`src/rtl/psw_pkg.sv`:
```
package psw_pkg;
    localparam int W      = 16;
    localparam int B_CF   = 0;
    localparam int B_PF   = 2;
    localparam int B_AF   = 4;
    localparam int B_ZF   = 6;
    localparam int B_SF   = 7;
    localparam int B_TF   = 8;
    localparam int B_IF   = 9;
    localparam int B_DF   = 10;
    localparam int B_OF   = 11;
    localparam int NCTL   = 3;

    typedef struct packed {
        logic cf;
        logic pf;
        logic af;
        logic zf;
        logic sf;
        logic of;
    } cond_t;

    typedef struct packed {
        logic df;
        logic ie;
        logic tf;
    } ctl_t;

    typedef struct packed {
        cond_t cond;
        ctl_t  ctl;
    } psw_state_t;
endpackage

```
`src/rtl/psw_cond_calc.sv`:
```
module psw_cond_calc
    import psw_pkg::*;
#(
    parameter int DW = W
) (
    input  logic          op_sub,
    input  logic          is_word,
    input  logic [DW-1:0] opa,
    input  logic [DW-1:0] opb,
    input  logic [DW-1:0] res,
    output cond_t         cond
);
    localparam int HB = DW / 2;

    logic [DW:0]   sum_w;
    logic [HB:0]   sum_b;
    logic          a_top, b_top, r_top;
    logic          carry_w, carry_b;
    logic [DW-1:0] mixed;

    always_comb begin
        sum_w   = op_sub ? ({1'b0, opa} - {1'b0, opb}) : ({1'b0, opa} + {1'b0, opb});
        sum_b   = op_sub ? ({1'b0, opa[HB-1:0]} - {1'b0, opb[HB-1:0]})
                         : ({1'b0, opa[HB-1:0]} + {1'b0, opb[HB-1:0]});
        carry_w = sum_w[DW];
        carry_b = sum_b[HB];
        a_top   = is_word ? opa[DW-1] : opa[HB-1];
        b_top   = is_word ? opb[DW-1] : opb[HB-1];
        r_top   = is_word ? res[DW-1] : res[HB-1];
        mixed   = opa ^ opb ^ res;

        cond.cf = is_word ? carry_w : carry_b;
        cond.pf = ~(^res[7:0]);
        cond.af = mixed[4];
        cond.zf = is_word ? (res == '0) : (res[HB-1:0] == '0);
        cond.sf = r_top;
        if (op_sub) cond.of = (a_top != b_top) && (r_top != a_top);
        else        cond.of = (a_top == b_top) && (r_top != a_top);
    end
endmodule

```
`src/rtl/psw_step_gen.sv`:
```
module psw_step_gen
    import psw_pkg::*;
#(
    parameter int DW = W
) (
    input  logic          df,
    input  logic          is_word,
    output logic [DW-1:0] step
);
    logic [DW-1:0] mag;
    always_comb begin
        mag  = is_word ? DW'(2) : DW'(1);
        step = df ? (~mag + DW'(1)) : mag;
    end
endmodule

```
`src/rtl/psw_unit.sv`:
```
module psw_unit
    import psw_pkg::*;
(
    input  logic          clk,
    input  logic          rst_n,
    input  logic          upd_en,
    input  logic          op_sub,
    input  logic          is_word,
    input  logic [W-1:0]  opa,
    input  logic [W-1:0]  opb,
    input  logic [W-1:0]  res,
    input  logic [NCTL-1:0] ctl_set,
    input  logic [NCTL-1:0] ctl_clr,
    output logic [W-1:0]  psw,
    output logic [W-1:0]  step
);
    psw_state_t st_d, st_q;
    cond_t      cond_new;
    logic [NCTL-1:0] ctl_bits;

    psw_cond_calc #(.DW(W)) u_calc (
        .op_sub (op_sub),
        .is_word(is_word),
        .opa    (opa),
        .opb    (opb),
        .res    (res),
        .cond   (cond_new)
    );

    always_comb begin
        st_d = st_q;
        if (upd_en) st_d.cond = cond_new;
        ctl_bits = (st_q.ctl | ctl_set) & ~ctl_clr;
        st_d.ctl = ctl_bits;
    end

    always_ff @(posedge clk) begin
        if (!rst_n) st_q <= '0;
        else        st_q <= st_d;
    end

    always_comb begin
        psw       = '0;
        psw[B_CF] = st_q.cond.cf;
        psw[B_PF] = st_q.cond.pf;
        psw[B_AF] = st_q.cond.af;
        psw[B_ZF] = st_q.cond.zf;
        psw[B_SF] = st_q.cond.sf;
        psw[B_OF] = st_q.cond.of;
        psw[B_TF] = st_q.ctl.tf;
        psw[B_IF] = st_q.ctl.ie;
        psw[B_DF] = st_q.ctl.df;
    end

    psw_step_gen #(.DW(W)) u_step (
        .df     (st_q.ctl.df),
        .is_word(is_word),
        .step   (step)
    );
endmodule

```
`config.mk`:
```
export PLATFORM = sky130hd
export DESIGN_NAME = psw_unit
export DESIGN_NICKNAME = d
export VERILOG_FILES = /design/src/rtl/psw_pkg.sv /design/src/rtl/psw_cond_calc.sv /design/src/rtl/psw_step_gen.sv /design/src/rtl/psw_unit.sv
export SDC_FILE = /design/constraint.sdc
export NUM_CORES = 1
export LEC_CHECK = 0
export BUFFER_PORTS_ARGS = -buffer_cell sky130_fd_sc_hd__buf_2
export CORE_UTILIZATION = 43
export DETAILED_ROUTE_END_ITERATION = 8
export GPL_TIMING_DRIVEN = 0
export HOLD_SLACK_MARGIN = 0.15
export PLACE_DENSITY = 0.81
export SYNTH_ARGS = -nofsm -noshare
export SYNTH_HDL_FRONTEND = slang
export SYNTH_HIERARCHICAL = 1
export SYNTH_SLANG_ARGS = --single-unit
```
`constraint.sdc`:
```
create_clock -name clk -period 3.4 [get_ports clk]
set_clock_uncertainty 0.05 [all_clocks]
set_input_delay 0.17 -clock clk [delete_from_list [all_inputs] [get_ports clk]]
set_output_delay 0.17 -clock clk [all_outputs]
set_load 0.01 [all_outputs]
```
## Word level (Yosys, flattened, before mapping)

Index checks and enable logic that the tools add are counted.

- Word-level logic and storage cells: 39
- Output and inout bits: 32
- Input port bits: 59
- Register bits after elaboration: 9

- Reductions and logical operators: 5
- Bitwise logic cells: 7
- Multiplexer cells: 10
- $add $sub $neg: 5
- Equal/unequal tests: 3

Operator list:

| operator | number |
|---|---|
| adder 16 x 16 -> 17 bit | 1 |
| 2-to-1 mux 17 bit | 1 |
| subtractor 16 x 16 -> 17 bit | 1 |
| adder 16 x 1 -> 16 bit (second input constant) | 1 |
| zero test 16 bit | 1 |
| 2-to-1 mux 16 bit | 1 |
| NOT 16 bit | 1 |
| bitwise XOR 5 bit | 2 |
| adder 8 x 8 -> 9 bit | 1 |
| 2-to-1 mux 9 bit | 1 |
| subtractor 8 x 8 -> 9 bit | 1 |
| zero test 8 bit | 1 |
| parity 8 bit | 1 |
| 2-to-1 mux 1 bit | 6 |
| bitwise AND 3 bit | 1 |
| NOT 3 bit | 1 |
| OR 3 bit | 1 |
| logical AND 1 bit | 2 |
| 2-to-1 mux 2 bit | 1 |
| != test 1 bit | 2 |
| equality test 1 bit | 1 |
| NOT 1 bit | 1 |

## Logic depth before layout (Yosys ltp)

- Word-level depth: 4
- Depth in mapped cells: 14
- Depth with buffers taken out: 14

## Cells and area by module

Netlist, hierarchy kept.

By module, submodules not included:

| module | sequential area each (sq um) | times used | cells each | area each (sq um) |
|---|---|---|---|---|
| psw_cond_calc | 0.0 | 1 | 128 | 942.2 |
| psw_unit | 180.2 | 1 | 36 | 379.1 |
| psw_step_gen | 0.0 | 1 | 16 | 115.1 |

## Worst setup path after synthesis

Ideal clock, no wire load.

- Path kind: input to register
- Start point: input port opb[0]
- End point: register st_q (netlist bit psw[0])
- Setup time: 0.065 ns
- Buffers on the path: 0
- Stages: 14
- Arrival time: 2.861 ns
- Setup slack: 0.424 ns
- Data required time: 3.285 ns
- Cells stage by stage: inv_1 > ha_1 > or4b_1 > nor2_1 > a21oi_1 > xnor2_1 > ha_1 > and2_1 > a221o_1 > a221o_1 > a2111o_1 > o221ai_1 > mux2i_1 > nor2b_1

RTL lines:

| element | line | text |
|---|---|---|
| from (decl) | psw_unit.sv:10 | `input logic [W-1:0] opb,` |
| to (signal assigned) | psw_unit.sv:39 | `else st_q <= st_d;` |
| to (decl) | psw_unit.sv:17 | `psw_state_t st_d, st_q;` |

==> impl_metrics.env <==
export IMPL_place_ws_ns=-0.0134
export IMPL_n_antenna_cell=0
export IMPL_syn2layout_area_growth_pct=39.7
export IMPL_timing_setup_tns_ns=0
export IMPL_htreeDepth=1
export IMPL_crit_family="compound AO/OA/AOI/OAI gates"
export IMPL_cts_sinks=9
export IMPL_drt_first_pass_iters=4
export IMPL_hpwlAfterDp_mm=2.88
export IMPL_routed_wl_mm=3.39
export IMPL_cp_max_fo=4
export IMPL_p_per_area_nw_per_um2=220
export IMPL_max_vdd_ir_drop_uv=105
export IMPL_largest_register_ffs=9
export IMPL_status="completed"
export IMPL_seq_area_um2=180
export IMPL_grt_first_pass_wirelength_mm=5.25
export IMPL_cpMaxStageDelayCell="nor4_1"
export IMPL_ctsResizeCount=0
export IMPL_grt_pass1_vias=1298
export IMPL_viasPerCell=4.69
export IMPL_synth_area_um2=1440
export IMPL_slew_headroom=0.615
export IMPL_wl_per_cell_um=10.6
export IMPL_rsz0062_at_grt="false"
export IMPL_yosys_area_top_type="ha_1"
export IMPL_p_clk_frac=0.187
export IMPL_ys_ff_latch=9
export IMPL_cp_end_kind="flop"
export IMPL_drive_above_1_share=0.412
export IMPL_crit_path_frequent_cell="a221o_1"
export IMPL_fmax_ghz=0.315
export IMPL_grt_max_degree=18
export IMPL_die_width_um=59.8
export IMPL_synth_seq_area_share=0.125
export IMPL_switchingPower_uw=157
export IMPL_synth_async_reset_ratio=0
export IMPL_synth_edf_count=0
export IMPL_worst_path_buf_inv=1
export IMPL_cp_data_arrival_time_ns=3.33
export IMPL_critPathMaxStageDelay_ns=0.45
export IMPL_initial_core_util=0.463
export IMPL_die_area_um2=3580
export IMPL_drtAntennaViolNets=0
export IMPL_cts_max_path_buffers=2
export IMPL_cp_cell_sequence="buf_2, or3_1, nor4_1, a21oi_1, xnor2_1, ha_1, and2_1, a221o_1, a221o_1, a2111o_1, o221ai_1, mux2i_1, nor2b_1"
export IMPL_hp_class="in -> reg"
export IMPL_yosys_warnings=6
export IMPL_final_period_utilization=0.935
export IMPL_worstPathRequired_ns=3.55
export IMPL_netlist_top_cells_area="ha_1 17%, dfxtp_1 13%, xnor2_1 12%, buf_4 11%, mux2i_1 6.3%"
export IMPL_drc_errors=0
export IMPL_final_min_clock_period_ns=3.18
export IMPL_synth_cells=180
export IMPL_track_usage=0.192
export IMPL_leakage_uw=0.00110
export IMPL_layout_nets=357
export IMPL_core_region_area_um2=3100
export IMPL_cts_inserted_buffers=3
export IMPL_setup_ws_ns=0.222
export IMPL_intPower_uw=284
export IMPL_slew_violations=0
export IMPL_drv_max_cap_violation_count=0
export IMPL_vias=1505
export IMPL_synth_top_area_frac=0.174
export IMPL_hold_viol=0
export IMPL_fillers=308
export IMPL_gp_congestion=0.882
export IMPL_die_y_um=59.8
export IMPL_drtIter0Drc=37
export IMPL_p_comb_frac=0.544
export IMPL_globalRouteOverflowTotal=0
export IMPL_max_slew_worst_pin_slew_ns=0.573
export IMPL_numPortBuffers=81
export IMPL_synthFlopType="dfxtp_1"
export IMPL_cts_root_buffer="clkbuf_4"
export IMPL_rows=20
export IMPL_antenna_found_initial=0
export IMPL_pwr_share_seq=0.269
export IMPL_pin_count=91
export IMPL_synth_distinct_cells=41
export IMPL_critPathKind="in -> reg"
export IMPL_start_kind="primary input"
export IMPL_clk_insertion_delay_late_ns=0.26
export IMPL_cts_tree="built"
export IMPL_avgSynthCellArea_um2=7.98
export IMPL_multi_input_area_um2=1040
export IMPL_path_clk_slew_ns=0.06
export IMPL_finalSetupViolCount=0
export IMPL_hold_ws_ns=0.172
export IMPL_p_sw_frac=0.357
## repair_timing
item | 4_1_cts | 5_1_grt
hold buffers | 6 | 0
buffers inserted | 0 | 0
endpoints found under the hold margin | 3 | 0
## layout by cell type (no fill, tap or decap), types with 4 or more instances in the layout
cell type,synthesis,final
buf_4,22,22
nor3_1,4,4
buf_2,1,82
dlygate4sd3_1,0,6
a21oi_1,13,13
nor2b_1,6,6
conb_1,1,7
ha_1,20,20
nand2_1,5,5
xnor2_1,20,20
mux2i_1,9,9
dfxtp_1,9,9
inv_1,13,13
nor4_1,4,4
nor2_1,18,18
## layout make-up
class | count | share of cell area
sequential | 9 | 0.0898
clock buffer | 3 | 0.0112
clock inverter | 1 | 0.00249
timing repair buffer | 87 | 0.232
tap | 44 | 0.0274
inverter | 13 | 0.0243
buffer | 26 | 0.0941
multi-input combinational | 138 | 0.519
## final timing paths
kind,from,to,slack [ns],cells after the start
worst max-delay path,opb[4],psw[0],0.22,13
worst min-delay path,upd_en,psw[4],0.17,3
worst max register to register,psw[10],psw[10],1.89,3
worst min register to register,psw[2],psw[2],0.47,2
## worst min-delay path, stage by stage
cell and delay, ns:
buf_6 0.11, mux2i_1 0.07, nor2b_1 0.10
## cell usage after synthesis (all sizes together) (2+ instances only)
| library cell | number |
|---|---|
| nor3 | 5 |
| xnor2 | 20 |
| o21a | 2 |
| ha | 20 |
| mux2i | 9 |
| nor3b | 3 |
| inv | 13 |
| nor2b | 6 |
| a21oi | 14 |
| dfxtp | 9 |
| buf | 25 |
| o21ai | 2 |
| nand4 | 3 |
| nand2 | 5 |
| or3 | 3 |
| nor4 | 5 |
| a221o | 2 |
| nor2 | 18 |
## power by group through the flow
stage	Sequential (uW)	Clock [uW]	Combinational (uW)
2_1_floorplan	125	0	147
3_3_place_gp	120	0	229
3_5_place_dp	121	0	235
4_1_cts	119	87.0	242
5_1_grt	120	94.8	270
6_report	119	82.6	240
## metal layers
layer  track usage  up-vias  part of all wire
met2         0.351       61              0.48
met3        0.0346        4             0.059
met4        0.0465        0            0.0080
li1              -      796                 -
met5             0        -                 0
met1         0.228      644              0.46
## per-stage QoR
step	instances	power (uW)	area (um2)	util
5_1_grt	321	485	2010	0.647
6_report	321	441	2010	0.647
2_1_floorplan	186	272	1460	-
3_5_place_dp	311	356	1920	0.619
3_3_place_gp	311	350	1920	0.619
4_1_cts	321	447	2010	0.647
## cell families (layout without fill, tap and decap cells)
logic type / after synthesis / in the layout / synth area share
buffers and inverters: 39 / 130 / 0.165
flip-flops: 9 / 9 / 0.125
XOR/XNOR: 21 / 21 / 0.128
adder cells (fa/ha/maj): 20 / 20 / 0.174
AO/OA/AOI/OAI: 26 / 26 / 0.119
other: 1 / 7 / 0.00261
AND/OR/NAND/NOR: 55 / 55 / 0.222
multiplexers: 9 / 9 / 0.0627
No activity file was read; power rests on OpenSTA's default activity.
